`config.mk`:
```
export PLATFORM = sky130hd
export DESIGN_NAME = pwr_mode_ctrl
export DESIGN_NICKNAME = d
export VERILOG_FILES = /design/src/rtl/pmc_pkg.sv /design/src/rtl/pmc_arbiter.sv /design/src/rtl/pmc_ratio.sv /design/src/rtl/pmc_decode.sv /design/src/rtl/pwr_mode_ctrl.sv
export SDC_FILE = /design/constraint.sdc
export NUM_CORES = 1
export LEC_CHECK = 0
export ABC_AREA = 0
export CAP_MARGIN = 10
export CORE_ASPECT_RATIO = 0.7
export CORE_UTILIZATION = 46
export CTS_CLUSTER_DIAMETER = 80
export DETAILED_ROUTE_END_ITERATION = 12
export GPL_ROUTABILITY_DRIVEN = 0
export PLACE_DENSITY = 0.82
export SETUP_SLACK_MARGIN = 0.1
export SYNTH_ARGS = -nofsm -noshare
export SYNTH_HDL_FRONTEND = slang
export SYNTH_SLANG_ARGS = --single-unit
```
`constraint.sdc`:
```
create_clock -name clk -period 6.1 [get_ports clk]
set_input_delay 0.915 -clock clk [delete_from_list [all_inputs] [get_ports clk]]
set_output_delay 0.915 -clock clk [all_outputs]
set_load 0.02 [all_outputs]
```
`src/rtl/pmc_pkg.sv`:
```
package pmc_pkg;
  localparam int MODE_W = 3;

  typedef enum logic [MODE_W-1:0] {
    M_FULL = 3'd0,
    M_ACT  = 3'd1,
    M_SLP  = 3'd2,
    M_DSLP = 3'd3,
    M_HIB  = 3'd4
  } pmode_e;

  typedef struct packed {
    logic pll_en;
    logic pll_byp;
    logic cclk;
    logic sclk;
    logic pwr;
    logic tri_io;
    logic dma_blk;
  } pcfg_t;

  localparam logic [1:0] HIB_FREQ = 2'b00;
endpackage

```
`src/rtl/pmc_arbiter.sv`:
```
module pmc_arbiter
  import pmc_pkg::*;
(
  input  pmode_e            cur,
  input  logic              en_bit,
  input  logic              byp_bit,
  input  logic              rst_req,
  input  logic              hib_wr,
  input  logic              wake,
  input  logic              req_vld,
  input  logic [MODE_W-1:0] req_mode,
  output pmode_e            nxt,
  output logic              req_err
);
  logic hib_go, wake_go, req_ok;

  function automatic logic legal_move(pmode_e from, logic [MODE_W-1:0] to, logic en);
    logic ok;
    ok = 1'b0;
    case (from)
      M_FULL: ok = (to == M_ACT) || (to == M_SLP) || (to == M_DSLP);
      M_ACT:  ok = (to == M_DSLP) || (en && ((to == M_FULL) || (to == M_SLP)));
      default: ok = 1'b0;
    endcase
    return ok;
  endfunction

  always_comb begin
    hib_go  = hib_wr && ((cur == M_FULL) || (cur == M_ACT));
    wake_go = wake && (cur == M_SLP);
    req_ok  = req_vld && legal_move(cur, req_mode, en_bit)
              && !rst_req && !hib_go && !wake_go;
    nxt = cur;
    if (rst_req)
      nxt = ((cur == M_DSLP) && byp_bit) ? M_ACT : M_FULL;
    else if (hib_go)
      nxt = M_HIB;
    else if (wake_go)
      nxt = byp_bit ? M_ACT : M_FULL;
    else if (req_ok)
      nxt = pmode_e'(req_mode);
    req_err = req_vld && !req_ok;
  end
endmodule

```
`src/rtl/pmc_ratio.sv`:
```
module pmc_ratio #(
  parameter int RW = 6,
  parameter logic [RW-1:0] RST_VAL = 6'd8
) (
  input  logic          clk,
  input  logic          rst,
  input  logic          wr_ok,
  input  logic [RW-1:0] wdata,
  input  logic          enter_full,
  output logic [RW-1:0] active
);
  logic [RW-1:0] pend_q, pend_nxt;

  always_comb pend_nxt = wr_ok ? wdata : pend_q;

  always_ff @(posedge clk) begin
    if (rst) begin
      pend_q <= RST_VAL;
      active <= RST_VAL;
    end else begin
      pend_q <= pend_nxt;
      if (enter_full) active <= pend_nxt;
    end
  end
endmodule

```
`src/rtl/pmc_decode.sv`:
```
module pmc_decode
  import pmc_pkg::*;
(
  input  logic   clk,
  input  logic   rst,
  input  pmode_e nxt,
  input  logic   en_nxt,
  input  logic   byp_nxt,
  output pcfg_t  cfg_q
);
  pcfg_t cfg_d;

  always_comb begin
    case (nxt)
      M_FULL:  cfg_d = '{pll_en:1'b1,   pll_byp:1'b0,    cclk:1'b1, sclk:1'b1, pwr:1'b1, tri_io:1'b0, dma_blk:1'b0};
      M_ACT:   cfg_d = '{pll_en:en_nxt, pll_byp:1'b1,    cclk:1'b1, sclk:1'b1, pwr:1'b1, tri_io:1'b0, dma_blk:1'b0};
      M_SLP:   cfg_d = '{pll_en:1'b1,   pll_byp:byp_nxt, cclk:1'b0, sclk:1'b1, pwr:1'b1, tri_io:1'b0, dma_blk:1'b1};
      M_DSLP:  cfg_d = '{pll_en:1'b0,   pll_byp:byp_nxt, cclk:1'b0, sclk:1'b0, pwr:1'b1, tri_io:1'b0, dma_blk:1'b0};
      default: cfg_d = '{pll_en:1'b0,   pll_byp:byp_nxt, cclk:1'b0, sclk:1'b0, pwr:1'b0, tri_io:1'b1, dma_blk:1'b0};
    endcase
  end

  always_ff @(posedge clk) begin
    if (rst) cfg_q <= '{pll_en:1'b1, pll_byp:1'b0, cclk:1'b1, sclk:1'b1, pwr:1'b1, tri_io:1'b0, dma_blk:1'b0};
    else     cfg_q <= cfg_d;
  end
endmodule

```
`src/rtl/pwr_mode_ctrl.sv`:
```
module pwr_mode_ctrl
  import pmc_pkg::*;
#(
  parameter int RATIO_W = 6,
  parameter logic [RATIO_W-1:0] RATIO_RST = 6'd8
) (
  input  logic               clk,
  input  logic               rst,
  input  logic               pll_wr,
  input  logic               pll_wr_en,
  input  logic               pll_wr_byp,
  input  logic               ratio_wr,
  input  logic [RATIO_W-1:0] ratio_wdata,
  input  logic               vreg_wr,
  input  logic [1:0]         vreg_freq,
  input  logic               wake_i,
  input  logic               rst_req,
  input  logic               req_vld,
  input  logic [2:0]         req_mode,
  output logic [2:0]         mode_o,
  output logic               pll_en_o,
  output logic               pll_byp_o,
  output logic               cclk_en_o,
  output logic               sclk_en_o,
  output logic               core_pwr_o,
  output logic               io_tri_o,
  output logic               dma_blk_o,
  output logic               req_err_o,
  output logic [RATIO_W-1:0] ratio_o
);
  pmode_e mode_q, mode_nxt;
  logic   en_q, en_nxt, byp_q, byp_nxt;
  logic   core_on, err_d, hib_wr;
  pcfg_t  cfg;

  assign core_on = (mode_q == M_FULL) || (mode_q == M_ACT);
  assign hib_wr  = vreg_wr && (vreg_freq == HIB_FREQ);

  pmc_arbiter u_arb (
    .cur     (mode_q),
    .en_bit  (en_q),
    .byp_bit (byp_q),
    .rst_req (rst_req),
    .hib_wr  (hib_wr),
    .wake    (wake_i),
    .req_vld (req_vld),
    .req_mode(req_mode),
    .nxt     (mode_nxt),
    .req_err (err_d)
  );

  always_comb begin
    byp_nxt = (pll_wr && core_on) ? pll_wr_byp : byp_q;
    if (mode_nxt != M_ACT)
      en_nxt = 1'b1;
    else if (pll_wr && (mode_q == M_ACT))
      en_nxt = pll_wr_en;
    else
      en_nxt = en_q;
  end

  always_ff @(posedge clk) begin
    if (rst) begin
      mode_q    <= M_FULL;
      en_q      <= 1'b1;
      byp_q     <= 1'b0;
      req_err_o <= 1'b0;
    end else begin
      mode_q    <= mode_nxt;
      en_q      <= en_nxt;
      byp_q     <= byp_nxt;
      req_err_o <= err_d;
    end
  end

  pmc_decode u_dec (
    .clk    (clk),
    .rst    (rst),
    .nxt    (mode_nxt),
    .en_nxt (en_nxt),
    .byp_nxt(byp_nxt),
    .cfg_q  (cfg)
  );

  pmc_ratio #(.RW(RATIO_W), .RST_VAL(RATIO_RST)) u_ratio (
    .clk       (clk),
    .rst       (rst),
    .wr_ok     (ratio_wr && core_on),
    .wdata     (ratio_wdata),
    .enter_full((mode_nxt == M_FULL) && (mode_q != M_FULL)),
    .active    (ratio_o)
  );

  assign mode_o     = mode_q;
  assign pll_en_o   = cfg.pll_en;
  assign pll_byp_o  = cfg.pll_byp;
  assign cclk_en_o  = cfg.cclk;
  assign sclk_en_o  = cfg.sclk;
  assign core_pwr_o = cfg.pwr;
  assign io_tri_o   = cfg.tri_io;
  assign dma_blk_o  = cfg.dma_blk;
endmodule

```
[Yosys cells after proc, flatten, opt, wreduce, memory -nomap -nowiden]
Index checks and enable logic that the tools add are counted.
Operators by class
  equal/unequal tests: 10
  muxes and demuxes: 12
  reductions and logical operators: 28
Operator list (count)
  $pmux 7 s4: 1
  $eq 3x2->1 const B: 6
  $logic_and 1x1->1: 14
  $mux 3: 4
  $eq 3x1->1 const B: 3
  $logic_not 3->1: 3
  $mux 6: 1
  $logic_or 1x1->1: 5
  $mux 1: 5
  $logic_not 1->1: 4
  $ne 3x1->1 const B: 1
  $reduce_bool 3->1: 1
  $logic_not 2->1: 1
  $pmux 1 s2: 1
Storage, ports and cells
  flip-flop bits (word level): 25
  output and inout bits: 17

[Longest topological paths before layout]
  depth after elaboration: 16
  gate-level depth with buffers: 6
  mapped depth without buffers: 5

[By module]
A second synthesis with hierarchy kept.
Unflattened totals
  cells, all modules: 108
  area, all modules: 1064.8 µm²
Modules (own cells, without submodules)
  pmc_ratio: times used 1, cells an instance 40, area each 414.1 µm², seq. area each 240.2 µm²
  pwr_mode_ctrl: times used 1, cells an instance 22, area each 237.7 µm², seq. area each 120.1 µm²
  pmc_decode: times used 1, cells an instance 19, area each 212.7 µm², seq. area each 140.1 µm²
  pmc_arbiter: times used 1, cells an instance 27, area each 200.2 µm², seq. area each 0.0 µm²

[Worst setup path after synthesis]
No wires, ideal clock.
  path type: input to register
  start: input port req_mode[2]
  end: register u_ratio.active[0]
  library setup time: 121 ps
  arrival time: 2485 ps
  data required time: 5979 ps
  slack: 3494 ps
  stages: 5
  cells stage by stage: or4b_1 -> a211oi_2 -> o32ai_2 -> o221ai_4 -> mux2_2
On the way
  cells in the longest elaborated chain, start to end: 15
  elaborated cells on any way between the ends: 20
  classes of those cells: eq/ne (3); mux (5); reduce/logical (12)
RTL lines
  start, declared: line pwr_mode_ctrl.sv:19  | input logic [2:0] req_mode,
  $eq 3x2->1 or $logic_not 3->1 (tied branches): line pmc_arbiter.sv:21, pmc_arbiter.sv:22
  $logic_or 1x1->1: line pmc_arbiter.sv:22  | M_ACT: ok = (to == M_DSLP) || (en && ((to == M_FULL) || (to == M_SLP)));
  $logic_and 1x1->1: line pmc_arbiter.sv:22
  $logic_or 1x1->1: line pmc_arbiter.sv:22
  $pmux 1 s2: line pmc_arbiter.sv:20  | case (from)
  $logic_and 1x1->1: line pmc_arbiter.sv:31  | req_ok = req_vld && legal_move(cur, req_mode, en_bit)
  $logic_and 1x1->1 (3 in a row): line pmc_arbiter.sv:32  | && !rst_req && !hib_go && !wake_go;
  $mux 3 *: line pmc_arbiter.sv:40  | else if (req_ok)
  $mux 3 *: line pmc_arbiter.sv:38  | else if (wake_go)
  $mux 3 *: line pmc_arbiter.sv:36  | else if (hib_go)
  $mux 3 *: line pmc_arbiter.sv:34  | if (rst_req)
  $logic_not 3->1 *: line pwr_mode_ctrl.sv:90  | .enter_full((mode_nxt == M_FULL) && (mode_q != M_FULL)),
  $logic_and 1x1->1 *: line pwr_mode_ctrl.sv:90
  end signal, assigned: line pmc_ratio.sv:22  | if (enter_full) active <= pend_nxt;
  end, declared: line pmc_ratio.sv:10  | output logic [RW-1:0] active
Every way passes the cells marked *; elsewhere a longest branch is shown, timed or not.
A chain may end at the register's enable or synchronous reset.

[Final worst setup path]
  start: input port req_vld
  end: register u_ratio.active[0]
On the way
  cells in the longest elaborated chain, start to end: 10
RTL lines
  start, declared: line pwr_mode_ctrl.sv:18  | input logic req_vld,
  $logic_and 1x1->1: line pmc_arbiter.sv:31
  $logic_and 1x1->1 (3 in a row): line pmc_arbiter.sv:32
  $mux 3: line pmc_arbiter.sv:40
  $mux 3: line pmc_arbiter.sv:38
  $mux 3: line pmc_arbiter.sv:36
  $mux 3: line pmc_arbiter.sv:34
  $logic_not 3->1: line pwr_mode_ctrl.sv:90
  $logic_and 1x1->1: line pwr_mode_ctrl.sv:90
No other way between the ends.

==> flow_metrics.env <==
export IMPL_syn_area_sq_um=1060
export IMPL_avgSynthCellArea_sq_um=10.3
export IMPL_drt_first_pass_iters=4
export IMPL_async_reset_ff_frac=0
export IMPL_root_buffer="clkbuf_4"
export IMPL_drive_above_1_share=0.128
export IMPL_fin_crit_sh=0.474
export IMPL_grt_usage=0.191
export IMPL_ys_flop_type="dfxtp_1"
export IMPL_die_area_sq_um=2500
export IMPL_clk_pin_slew_worst_paths_ps=130
export IMPL_h_tree_depth=1
export IMPL_syn_inst=103
export IMPL_min_period_ps=2890
export IMPL_wire_per_inst_microns=13.0
export IMPL_worstPathCellList="clkdlybuf4s50_1 > or4b_1 > a211oi_2 > o32ai_2 > o221ai_4 > mux2_2"
export IMPL_hold_path_class="flop to flop"
export IMPL_pwr_share_clk=0.259
export IMPL_dpl_cell_count=169
export IMPL_drv_slew=0
export IMPL_synth_seq_cells=25
export IMPL_fin_nets=163
export IMPL_portBuffers=37
export IMPL_cts_tree="done"
export IMPL_swShare=0.256
export IMPL_die_h_microns=42.2
export IMPL_fin_cells=173
export IMPL_cap_violations=0
export IMPL_synth_commonest_cells="dfxtp_1, nor2_1, mux2_2, mux2i_1"
export IMPL_final_util=0.691
export IMPL_core_sq_um=2150
export IMPL_ioPinCount=38
export IMPL_seqCellArea_sq_um=500
export IMPL_synth_area_top_cells="dfxtp_1, mux2_2, mux2i_1"
export IMPL_via_count=887
export IMPL_cpLargestDelayFamily="compound AO/OA/AOI/OAI gates"
export IMPL_diodes=0
export IMPL_r2r_slack_ps=3820
export IMPL_ant_nets=0
export IMPL_grt_overflow=0
export IMPL_nFillCells=171
export IMPL_cts_resized=0
export IMPL_multi_input_area_sq_um=532
export IMPL_yosys_warnings=0
export IMPL_p_int_uw=225
export IMPL_synth_top_area_cell="dfxtp_1"
export IMPL_p_sw_uw=77.6
export IMPL_fmax_mhz=346
export IMPL_std_cell_rows=14
export IMPL_tightestPinTransition_ps=712
export IMPL_cp_max_fo=6
export IMPL_hold_viol=0
export IMPL_endpoint_kind="flop"
export IMPL_power_density_nw_per_um2=204
export IMPL_grt_max_degree=22
export IMPL_synth_edff_count=0
export IMPL_setup_violations=0
export IMPL_numCtsBuffers=3
export IMPL_viasPerCell=5.13
export IMPL_yosysTopAreaCellShare=0.472
export IMPL_status="finished, final reports clean"
export IMPL_postCtsSetupBuffers=0
export IMPL_start_util=0.492
export IMPL_arrival_ps=3120
export IMPL_holdBufCountCts=0
export IMPL_power_leakage_uw=0.000580
export IMPL_clockBufferDepth=2
export IMPL_area_delta_synth_final_pct=40.5
export IMPL_path_buf_inv=1
export IMPL_drc=0
export IMPL_slew_headroom=0.524
export IMPL_slowest_stage="clkdlybuf4s50_1"
export IMPL_synth_most_common_cell="dfxtp_1"
export IMPL_worstSkewPairLatency_ps=320
export IMPL_clock_sinks=25
export IMPL_antenna_found_initial=0
export IMPL_fp_dieW_microns=59.4
export IMPL_grt_pass1_vias=825
export IMPL_hpwl_mm=1.73
export IMPL_ys_seq_area_frac=0.472
export IMPL_rsz0062_at_grt="false"
export IMPL_path_class="primary input to flop"
export IMPL_seq_power_share=0.571
export IMPL_wirelength_mm=2.25
export IMPL_grt_pass1_wl_mm=3.51
export IMPL_required_ps=6330
export IMPL_syn_nets=124
export IMPL_setup_tns_ps=0
export IMPL_pwr_share_comb=0.171
export IMPL_start_kind="primary input"
export IMPL_whs_ps=501
export IMPL_yosysUniqueCellTypes=33
export IMPL_clock_skew_ps=8.24
export IMPL_worst_ir_drop_vdd_v=0.000193
export IMPL_drt_iter0_drc=26
export IMPL_cpPeakStageDelay_ps=500
==> flip-flops by register name, summed over array words and instances, names as in the netlist <==
name,cells
u_dec.cfg_q,7
u_ratio.active,6
u_ratio.pend_q,6
mode_o,3
byp_q,1
en_q,1
req_err_o,1
==> cell type report <==
cell class | count | area share
well taps | 32 | 0.0269
clock inverters | 1 | 0.00588
clock buffers | 3 | 0.0151
flip-flops and latches | 25 | 0.336
inverters | 4 | 0.0101
repair buffers | 37 | 0.249
multi-input cells | 71 | 0.357
==> metrics by stage <==
step                      cell area, sq um  power, uW  setup slack (ps)
after global placement                1460        227              2910
after detailed placement              1460        228              2850
after CTS                             1490        305              3200
after floorplan                       1060        203              3490
after global routing                  1490        316              3110
final                                 1490        303              3210
==> layout by cell type (no fill, tap or decap), types with 3 or more instances in the layout <==
master           count
nor2b_1              5
mux2_2               7
nor2_1              14
a21oi_1              4
dfxtp_1             25
nand2_1              5
nand3b_1             4
inv_1                4
mux2i_1              7
clkdlybuf4s50_1     37
clkbuf_4             3
==> layer usage <==
layer,up-vias,share of wire,GRT usage
met3,4,0.050,0.0710
met1,410,0.47,0.246
met4,0,0.012,0.0429
met2,29,0.47,0.303
met5,-,0,0
li1,444,-,-
==> path summary, 6_finish.rpt <==
path | end | cells after the start | start
setup reg to reg | u_ratio.active[0] | 5 | mode_o[1]
hold / removal | u_ratio.pend_q[3] | 1 | u_ratio.pend_q[3]
setup / recovery | u_ratio.active[0] | 6 | req_vld
hold reg to reg | u_ratio.pend_q[3] | 1 | u_ratio.pend_q[3]
==> cell families (layout without fill, tap and decap cells) <==
kind of cell	after synthesis	in the layout	share of synthesized area
mux	14	14	0.141
flops	25	25	0.472
simple gates	39	39	0.204
compound gates	18	18	0.157
buf+inv	7	45	0.0260
==> power by group through the flow <==
stage	Sequential, uW	Clock, uW	Combinational, uW
floorplan	180	0	23.0
global placement	176	0	50.8
detailed placement	177	0	51.6
CTS	173	79.8	52.0
global route	174	87.0	55.3
finish	173	78.4	51.7
Power figures use the tool's default switching activity.
